$ cat src/rtl/tuner_pkg.sv
// Shared types for the synthesiser serial command port.
package tuner_pkg;
    typedef enum logic [2:0] {
        ST_IDLE, ST_ADDR, ST_ADDR_ACK, ST_WR_DATA, ST_WR_ACK, ST_RD_DATA, ST_RD_ACK
    } bus_state_t;
endpackage

$ cat src/rtl/i2c_line_sampler.sv
// Synchronises SCL/SDA into the clock domain and flags edges and bus conditions.
// Assumes SCL is slow compared with clk (several clocks per phase).
module i2c_line_sampler #(
    parameter int SYNC_STAGES = 2
) (
    input  logic clk,
    input  logic rst_n,
    input  logic scl_in,
    input  logic sda_in,
    output logic scl_rise,
    output logic scl_fall,
    output logic start_det,
    output logic stop_det,
    output logic sda_s
);
    logic [SYNC_STAGES-1:0] scl_sync, sda_sync;
    logic scl_d, sda_d;

    // Shift both lines through the synchroniser chain and keep one old sample.
    always_ff @(posedge clk) begin
        if (!rst_n) begin
            scl_sync <= '1;
            sda_sync <= '1;
            scl_d    <= 1'b1;
            sda_d    <= 1'b1;
        end else begin
            scl_sync <= {scl_sync[SYNC_STAGES-2:0], scl_in};
            sda_sync <= {sda_sync[SYNC_STAGES-2:0], sda_in};
            scl_d    <= scl_sync[SYNC_STAGES-1];
            sda_d    <= sda_sync[SYNC_STAGES-1];
        end
    end

    // Decode edges and start/stop from the current and previous samples.
    always_comb begin
        sda_s     = sda_sync[SYNC_STAGES-1];
        scl_rise  = scl_sync[SYNC_STAGES-1] & ~scl_d;
        scl_fall  = ~scl_sync[SYNC_STAGES-1] & scl_d;
        start_det = scl_sync[SYNC_STAGES-1] & scl_d & sda_d & ~sda_s;
        stop_det  = scl_sync[SYNC_STAGES-1] & scl_d & ~sda_d & sda_s;
    end
endmodule

$ cat src/rtl/i2c_slave_engine.sv
// Bit/byte sequencer: address match, acknowledges, write byte strobes,
// status shifting and the internal stop after a master non-acknowledge.
// Assumes edge/condition inputs are single-cycle pulses.
module i2c_slave_engine
    import tuner_pkg::*;
#(
    parameter int ADDR_W = 7,
    parameter int BYTE_W = 8
) (
    input  logic              clk,
    input  logic              rst_n,
    input  logic              scl_rise,
    input  logic              scl_fall,
    input  logic              start_det,
    input  logic              stop_det,
    input  logic              sda_s,
    input  logic [ADDR_W-1:0] dev_addr,
    input  logic [BYTE_W-1:0] status,
    output logic              sda_oe,
    output logic              byte_stb,
    output logic [BYTE_W-1:0] byte_data,
    output logic              por_clr
);
    localparam int CNT_W = $clog2(BYTE_W + 1);
    localparam logic [CNT_W-1:0] FULL = CNT_W'(BYTE_W);

    bus_state_t        state;
    logic [CNT_W-1:0]  cnt;
    logic [BYTE_W-1:0] sh;
    logic              rw, rd_txn, m_ack;

    // Main bus sequencer; every data-line change happens on a falling SCL.
    always_ff @(posedge clk) begin
        if (!rst_n) begin
            state  <= ST_IDLE;
            cnt    <= '0;
            sh     <= '0;
            sda_oe <= 1'b0;
            rw     <= 1'b0;
            rd_txn <= 1'b0;
            m_ack  <= 1'b0;
        end else if (start_det) begin
            state  <= ST_ADDR;
            cnt    <= '0;
            sda_oe <= 1'b0;
        end else if (stop_det) begin
            state  <= ST_IDLE;
            sda_oe <= 1'b0;
            rd_txn <= 1'b0;
        end else begin
            unique case (state)
                ST_ADDR, ST_WR_DATA: begin
                    if (scl_rise) begin
                        sh  <= {sh[BYTE_W-2:0], sda_s};
                        cnt <= cnt + 1'b1;
                    end else if (scl_fall && cnt == FULL) begin
                        cnt <= '0;
                        if (state == ST_WR_DATA) begin
                            state  <= ST_WR_ACK;
                            sda_oe <= 1'b1;
                        end else if (sh[BYTE_W-1:1] == dev_addr) begin
                            state  <= ST_ADDR_ACK;
                            sda_oe <= 1'b1;
                            rw     <= sh[0];
                        end else begin
                            state <= ST_IDLE;
                        end
                    end
                end
                ST_ADDR_ACK: begin
                    if (scl_fall) begin
                        cnt <= '0;
                        if (rw) begin
                            state  <= ST_RD_DATA;
                            sh     <= status;
                            sda_oe <= ~status[BYTE_W-1];
                            rd_txn <= 1'b1;
                        end else begin
                            state  <= ST_WR_DATA;
                            sda_oe <= 1'b0;
                        end
                    end
                end
                ST_WR_ACK: begin
                    if (scl_fall) begin
                        state  <= ST_WR_DATA;
                        sda_oe <= 1'b0;
                    end
                end
                ST_RD_DATA: begin
                    if (scl_rise) begin
                        cnt <= cnt + 1'b1;
                    end else if (scl_fall) begin
                        if (cnt == FULL) begin
                            state  <= ST_RD_ACK;
                            sda_oe <= 1'b0;
                            cnt    <= '0;
                        end else begin
                            sh     <= {sh[BYTE_W-2:0], 1'b0};
                            sda_oe <= ~sh[BYTE_W-2];
                        end
                    end
                end
                ST_RD_ACK: begin
                    if (scl_rise) begin
                        m_ack <= ~sda_s;
                    end else if (scl_fall) begin
                        if (m_ack) begin
                            state  <= ST_RD_DATA;
                            sh     <= status;
                            sda_oe <= ~status[BYTE_W-1];
                        end else begin
                            state <= ST_IDLE;
                        end
                    end
                end
                default: state <= ST_IDLE;
            endcase
        end
    end

    // Byte strobe to the register bank and the read-ending stop pulse.
    always_comb begin
        byte_stb  = (state == ST_WR_DATA) && scl_fall && (cnt == FULL) && !start_det && !stop_det;
        byte_data = sh;
        por_clr   = stop_det && rd_txn;
    end
endmodule

$ cat src/rtl/tuner_cmd_regs.sv
// Pairs incoming write bytes and commits divide ratio or control/port fields
// once a pair is complete; owns the power-on flag.
// Assumes byte_stb is a one-cycle pulse per received data byte.
module tuner_cmd_regs #(
    parameter int RATIO_W = 15,
    parameter int CTRL_W  = 7,
    parameter int PORT_W  = 6,
    parameter int BYTE_W  = 8
) (
    input  logic               clk,
    input  logic               rst_n,
    input  logic               supply_lost,
    input  logic               seq_reset,
    input  logic               byte_stb,
    input  logic [BYTE_W-1:0]  byte_data,
    input  logic               por_clr,
    output logic [RATIO_W-1:0] divide_ratio,
    output logic [CTRL_W-1:0]  ctrl_bits,
    output logic [PORT_W-1:0]  port_on,
    output logic               por_flag
);
    localparam int HI_W = RATIO_W - BYTE_W;

    logic              second_due;
    logic [BYTE_W-1:0] first_q;

    // Hold the first byte of a pair, commit on the second, clear on supply loss.
    always_ff @(posedge clk) begin
        if (!rst_n || supply_lost) begin
            divide_ratio <= '0;
            ctrl_bits    <= '0;
            port_on      <= '0;
            second_due   <= 1'b0;
            first_q      <= '0;
            por_flag     <= 1'b1;
        end else begin
            if (por_clr) por_flag <= 1'b0;
            if (seq_reset) begin
                second_due <= 1'b0;
            end else if (byte_stb) begin
                if (!second_due) begin
                    first_q    <= byte_data;
                    second_due <= 1'b1;
                end else begin
                    second_due <= 1'b0;
                    if (first_q[BYTE_W-1]) begin
                        ctrl_bits <= first_q[CTRL_W-1:0];
                        port_on   <= byte_data[PORT_W-1:0];
                    end else begin
                        divide_ratio <= {first_q[HI_W-1:0], byte_data};
                    end
                end
            end
        end
    end
endmodule

$ cat src/rtl/tuner_i2c_ctrl.sv
// Top of the synthesiser serial command port: line sampler, slave sequencer
// and command register bank. SDA is driven low only, via sda_oe.
module tuner_i2c_ctrl #(
    parameter logic [6:0] BASE_ADDR   = 7'h60,
    parameter int         SYNC_STAGES = 2
) (
    input  logic        clk,
    input  logic        rst_n,
    input  logic        scl_in,
    input  logic        sda_in,
    output logic        sda_oe,
    input  logic [1:0]  addr_sel,
    input  logic        supply_lost,
    input  logic        lock,
    input  logic [2:0]  port_lvl,
    input  logic [2:0]  adc_code,
    output logic [14:0] divide_ratio,
    output logic [6:0]  ctrl_bits,
    output logic [5:0]  port_on,
    output logic        por_flag
);
    logic       scl_rise, scl_fall, start_det, stop_det, sda_s;
    logic       byte_stb, por_clr;
    logic [7:0] byte_data, status;
    logic [6:0] dev_addr;

    // Form the strapped address and the live status byte.
    always_comb begin
        dev_addr = {BASE_ADDR[6:2], addr_sel};
        status   = {por_flag, lock, port_lvl, adc_code};
    end

    i2c_line_sampler #(.SYNC_STAGES(SYNC_STAGES)) u_lines (
        .clk(clk), .rst_n(rst_n), .scl_in(scl_in), .sda_in(sda_in),
        .scl_rise(scl_rise), .scl_fall(scl_fall),
        .start_det(start_det), .stop_det(stop_det), .sda_s(sda_s)
    );

    i2c_slave_engine #(.ADDR_W(7), .BYTE_W(8)) u_engine (
        .clk(clk), .rst_n(rst_n), .scl_rise(scl_rise), .scl_fall(scl_fall),
        .start_det(start_det), .stop_det(stop_det), .sda_s(sda_s),
        .dev_addr(dev_addr), .status(status), .sda_oe(sda_oe),
        .byte_stb(byte_stb), .byte_data(byte_data), .por_clr(por_clr)
    );

    tuner_cmd_regs #(.RATIO_W(15), .CTRL_W(7), .PORT_W(6), .BYTE_W(8)) u_regs (
        .clk(clk), .rst_n(rst_n), .supply_lost(supply_lost),
        .seq_reset(start_det | stop_det), .byte_stb(byte_stb),
        .byte_data(byte_data), .por_clr(por_clr),
        .divide_ratio(divide_ratio), .ctrl_bits(ctrl_bits),
        .port_on(port_on), .por_flag(por_flag)
    );
endmodule

$ cat config.mk
export PLATFORM = sky130hd
export DESIGN_NAME = tuner_i2c_ctrl
export DESIGN_NICKNAME = d
export VERILOG_FILES = /design/src/rtl/tuner_pkg.sv /design/src/rtl/i2c_line_sampler.sv /design/src/rtl/i2c_slave_engine.sv /design/src/rtl/tuner_cmd_regs.sv /design/src/rtl/tuner_i2c_ctrl.sv
export SDC_FILE = /design/constraint.sdc
export NUM_CORES = 1
export LEC_CHECK = 0
export BUFFER_PORTS_ARGS = -buffer_cell sky130_fd_sc_hd__buf_2
export CAP_MARGIN = 40
export CORE_MARGIN = 3
export CORE_UTILIZATION = 25
export DETAILED_ROUTE_END_ITERATION = 12
export MAX_ROUTING_LAYER = met4
export PLACE_DENSITY = 0.39
export SYNTH_ARGS = -nofsm -noshare
export SYNTH_HDL_FRONTEND = slang
export SYNTH_SLANG_ARGS = --single-unit
$ cat constraint.sdc
create_clock -name clk -period 3.4 [get_ports clk]
set_input_delay 0.17 -clock clk [delete_from_list [all_inputs] [get_ports clk]]
set_output_delay 0.17 -clock clk [all_outputs]
set_load 0.05 [all_outputs]
# Word level (Yosys, flattened, before mapping)
# Cells that the tools add are included.
# word_totals
reg_bits,63
out_inout_bits,30
word_cells,158
# classes
add_sub_neg,1
n_eq_ne,34
mux,52
bitwise_logic,22
n_reduce_logical,31
# ops
cell,count
two-way mux 8 bit,9
two-way mux 3 bit,12
case mux 8 bit (4 select lines),1
two-way mux 4 bit,6
inequality test 4 x 3 -> 1 bit (second input constant),6
two-way mux 1 bit,20
AND reduction 9 bit,2
inequality test 2 x 1 -> 1 bit (second input constant),8
AND reduction 4 bit,4
case mux 3 bit (5 select lines),1
NOT 1 bit,14
inequality test 4 bit (second input constant),3
case mux 4 bit (3 select lines),1
AND reduction 12 bit,1
AND reduction 11 bit,1
inequality test 2 bit (second input constant),5
equality test 3 bit (second input constant),3
inequality test 3 x 2 -> 1 bit (second input constant),3
AND 1 bit,7
equality test 7 bit,1
AND reduction 7 bit,1
equality test 3 x 2 -> 1 bit (second input constant),2
logical AND 1 bit,6
AND reduction 6 bit,1
16 further kinds,22

# Logic depth before layout (Yosys ltp)
# logic_depth
word_depth,8
mapped_depth,9

# Modules after synthesis
# A second synthesis with hierarchy kept.
# hier_totals
cells_unflattened,345
area_unflattened_um2,3241.9
# by_module_without_submodules
module,n_inst,cells_each,area_per_inst_um2
tuner_cmd_regs,1,141,1602.8
i2c_slave_engine,1,185,1435.1
i2c_line_sampler,1,16,190.2
tuner_i2c_ctrl,1,3,13.8

# Worst setup path before layout
# Ideal clock, no wire load.
# synth_path
path_kind,reg-to-reg
from,register u_engine.cnt[0]
to,"register u_engine.sh[7], in the netlist u_engine.byte_data[7]"
setup_time_ps,116
arrival_time_ps,1855
t_required_ps,3284
path_slack_ps,1429
stages_incl_launch_ff,9
n_path_buf,1
synth_period_minus_slack_ps,1971
cell_sequence,dfxtp_1 > inv_1 > ha_1 > nand3b_1 > a211oi_1 > nor4_1 > buf_2 > o21ai_0 > o211a_1
# synth_between
elab_chain_cells,3
# synth_rtl
item,line,rtl
start: declaration,i2c_slave_engine.sv:28,logic [CNT_W-1:0] cnt;
start signal: assignment,i2c_slave_engine.sv:55,cnt <= cnt + 1'b1;
start signal: assignment,i2c_slave_engine.sv:92,cnt <= cnt + 1'b1;
equality test 4 bit,i2c_slave_engine.sv:94,if (cnt == FULL) begin
inequality test 2 bit (no line),--,
AND reduction 12 bit (no line),--,
end signal: assignment,i2c_slave_engine.sv:75,sh <= status;
end signal: assignment,i2c_slave_engine.sv:99,"sh <= {sh[BYTE_W-2:0], 1'b0};"
end signal: assignment,i2c_slave_engine.sv:110,sh <= status;
end: declaration,i2c_slave_engine.sv:29,logic [BYTE_W-1:0] sh;
# Every way passes these cells.
# A chain may end at the register's enable or synchronous reset.

# Final worst setup path
# layout_path
from,register u_engine.state[0]
to,register u_regs.divide_ratio[11]
# layout_between
elab_chain_cells,6
# layout_rtl
item,line,rtl
start: declaration,i2c_slave_engine.sv:27,bus_state_t state;
start signal: assignment,i2c_slave_engine.sv:35,state <= ST_IDLE;
start signal: assignment,i2c_slave_engine.sv:43,state <= ST_ADDR;
start signal: assignment,i2c_slave_engine.sv:47,state <= ST_IDLE;
equality test 3 x 2 -> 1 bit,i2c_slave_engine.sv:124,byte_stb = (state == ST_WR_DATA) && scl_fall && (cnt == FULL) && !start_det && !stop_det;
logical AND 1 bit (4 in a row),i2c_slave_engine.sv:124,
AND reduction 4 bit (no line),--,
end signal: assignment,tuner_cmd_regs.sv:50,"divide_ratio <= {first_q[HI_W-1:0], byte_data};"
end: declaration,tuner_cmd_regs.sv:17,"output logic [RATIO_W-1:0] divide_ratio,"
# Every way passes these cells.

==> metrics.md <==
| Metric | Value |
|---|---|
| Hold crit path type | `in2reg` |
| Run status | `complete, no violations` |
| Most common cell after layout, fill and taps aside | `dfxtp_1` |
| P&R area growth vs syn | `22.0%` |
| WP data arrival | `2.55 ns` |
| Static Leak | `0.00141 uW` |
| Crit end category | `register` |
| Pin count of the biggest net entering global routing | `39` |
| Final Instance Area | `0.00338 sq mm` |
| DRC viols | `0` |
| Total routed wirelength | `7440 um` |
| Main combinational cell family by area after synthesis | `simple AND/OR/NAND/NOR gates` |
| First-pass GRT wire length | `12300 um` |
| Sink Count | `63` |
| CTS clk-pin slew, worst paths | `0.08 ns` |
| Tmin final | `2.33 ns` |
| Number of global-route vias before repair | `2268` |
| Resized cells post-CTS | `0` |
| Compound-gate portion of the synthesized area | `17.8%` |
| Area after DPL | `0.00311 sq mm` |
| Root Driver | `clkbuf_8` |
| Final Hold Fails | `0` |
| Routed length per placed instance | `14.7 um` |
| Die ar. | `0.0124 sq mm` |
| Post-synth EDFFs | `0` |
| GRT Util Overall | `12.8%` |
| Via Count | `2383` |
| Setup_tns | `0 ns` |
| Io pins | `44` |
| Max Freq | `430 MHz` |
| CTS tree | `yes` |
| Antenna-violating nets left | `0` |
| Most frequent cells in the layout | `dfxtp_1 (63), nand2_1 (44), nor2_1 (44), buf_2 (44), a21oi_1 (28)` |
| Die H | `111 um` |
| DP Worst Slack | `1.05 ns` |
| Relative slew slack | `48.7%` |
| Total clock buffers created by CTS | `9` |
| GPL Wtd Cong | `0.839` |
| Flop pwr share | `46.7%` |
| Clk_skew | `0.00999 ns` |
| Seq/Total Area, Yosys | `45.6%` |
| Mapped Cells | `325` |
| Power Density | `475 mW/mm^2` |
| Dpl hpwl | `5050 um` |
| Nets | `382` |
| Synthesized Nets | `341` |
| Avg Cell Area, Syn | `8.52 sq um` |
| Initial antenna violation count | `0` |
| IO Port Bufs | `43` |
| Sw Share | `22.0%` |
| Global route overflow | `0` |
| Mapped cell area | `0.00277 sq mm` |
| CP Launch Type | `register` |
| Worst setup slack after layout | `1.07 ns` |
| Yosys reg bits | `63` |
| Max Cap Viol | `0` |
| # diodes | `0` |
| Tcrit/Tclk final | `68.5%` |
| Drt pass-1 iters | `4` |
| Crit Path Class | `reg2reg` |
| Num rows | `37` |
| First-iteration detailed-routing DRC count | `179` |
| Peak supply drop | `0.217 mV` |
| Post-CTS setup buffer count | `0` |
| Data required time of the worst path | `3.62 ns` |
| Routed vias/inst | `4.70` |
| RSZ-0062 raised after global routing | `false` |
| Unique cell type count in the Yosys netlist | `41` |
| CORE AREA | `0.0106 sq mm` |
| Yosys warns | `0` |
| Slew Viols, Final | `0` |
| Post-synthesis mux area share | `7.96%` |
| Asr flop ratio synth | `0%` |
| Internal power | `1250 uW` |
| Htree depth | `3` |
| Worst-Skew Late Latency | `0.35 ns` |
| Critical path fanouts, max | `19` |
| Share of layout cells above drive strength 1 | `19.9%` |
| Placed cells | `489` |
| Synth Flop Type | `dfxtp_1` |
| Combinational share of power | `3.2%` |
| CTS Buffer Depth | `2` |
| Setup Viol. Count Final | `0` |
| Hold Slack | `0.212 ns` |
| Initial Util | `26.2%` |
| Xor/xnor share of the synthesized area | `1.27%` |
| Area share of fa/ha/maj cells after synthesis | `0.904%` |
| Chip Width | `111 um` |
| Clock power frac | `50.0%` |
| Sw Pwr | `352 uW` |
| Fin cells | `507` |
| Simple logic cell fraction of the synthesized area | `22.7%` |
| Worst-Margin Slew | `0.763 ns` |
[layout make-up]
cell class / instances / area [sq um]
repair buffers: 50 / 270
well taps: 136 / 170
flip-flops and latches: 63 / 1260
clock inverters: 7 / 120
clock buffers: 9 / 124
fillers: 1147 / 7180
inverters: 6 / 22.5
multi-input cells: 236 / 1410
[cells in the mapped netlist, types with 4 or more instances]
master	n	share of area, %
a21oi_1	28	5.1
a31oi_1	4	0.90
buf_2	5	0.90
clkbuf_1	15	2.0
dfxtp_1	63	46
inv_1	6	0.81
mux2i_1	22	8.0
nand2_1	44	6.0
nand2b_1	10	2.3
nand3_1	5	0.90
nand3b_1	4	1.1
nor2_1	44	6.0
nor3_1	6	1.1
o211a_1	7	2.5
o21ai_0	20	3.6
[power groups by stage]
stage | combinational [uW] | sequential (uW) | clock (uW)
6_report | 51.8 | 749 | 802
5_1_grt | 57.5 | 751 | 853
4_1_cts | 51.8 | 749 | 827
3_5_place_dp | 49.9 | 767 | 0
3_3_place_gp | 50.2 | 767 | 0
2_1_floorplan | 35.7 | 761 | 0
[final timing paths]
check	from	to	slack [ns]	depth (start not counted)
max reg2reg	u_engine.state[0]	u_regs.divide_ratio[11]	1.07	5
max	u_engine.state[0]	u_regs.divide_ratio[11]	1.07	5
min	rst_n	u_lines.scl_d	0.21	2
min reg2reg	u_lines.scl_sync[0]	u_lines.scl_sync[1]	0.41	1
[worst max-delay path, stage by stage (launching register included)]
cell and delay [ns]:
dfxtp_1 0.69, nand3b_1 0.24, nor3_1 0.42, nand3b_1 0.56, nand2_1 0.22, a21oi_1 0.08
[what timing repair did]
action                                  4_1_cts  5_1_grt
endpoints found under the setup margin        0        0
endpoints found under the hold margin         2        0
hold buffers                                  2        0
[cells by family after synthesis]
| family | count (synthesis) |
|---|---|
| fa+ha+maj | 2 |
| simple gates | 131 |
| compound gates | 77 |
| buf+inv | 26 |
| flops | 63 |
| mux | 22 |
| xor+xnor | 4 |
[flip-flops by register name, summed over array words and instances (netlist names), 2 cells and up]
register / flops
u_lines.sda_sync: 2
u_engine.cnt: 4
u_lines.scl_sync: 2
u_engine.byte_data: 8
u_regs.port_on: 6
u_regs.first_q: 8
u_regs.divide_ratio: 15
u_engine.state: 3
u_regs.ctrl_bits: 7
[per-stage QoR]
step	utilization, %	total power [uW]
2_1_floorplan	-	797
3_3_place_gp	29.4	817
3_5_place_dp	29.5	816
4_1_cts	32.0	1630
5_1_grt	32.0	1660
6_report	32.0	1600
[metal layers]
layer  wire length [um]  track usage [%]
met1               4010             18.6
met4                102             5.27
met2               3050             16.6
met3                270             3.44
met5                  0                -
No activity file was read; power rests on OpenSTA's default activity.
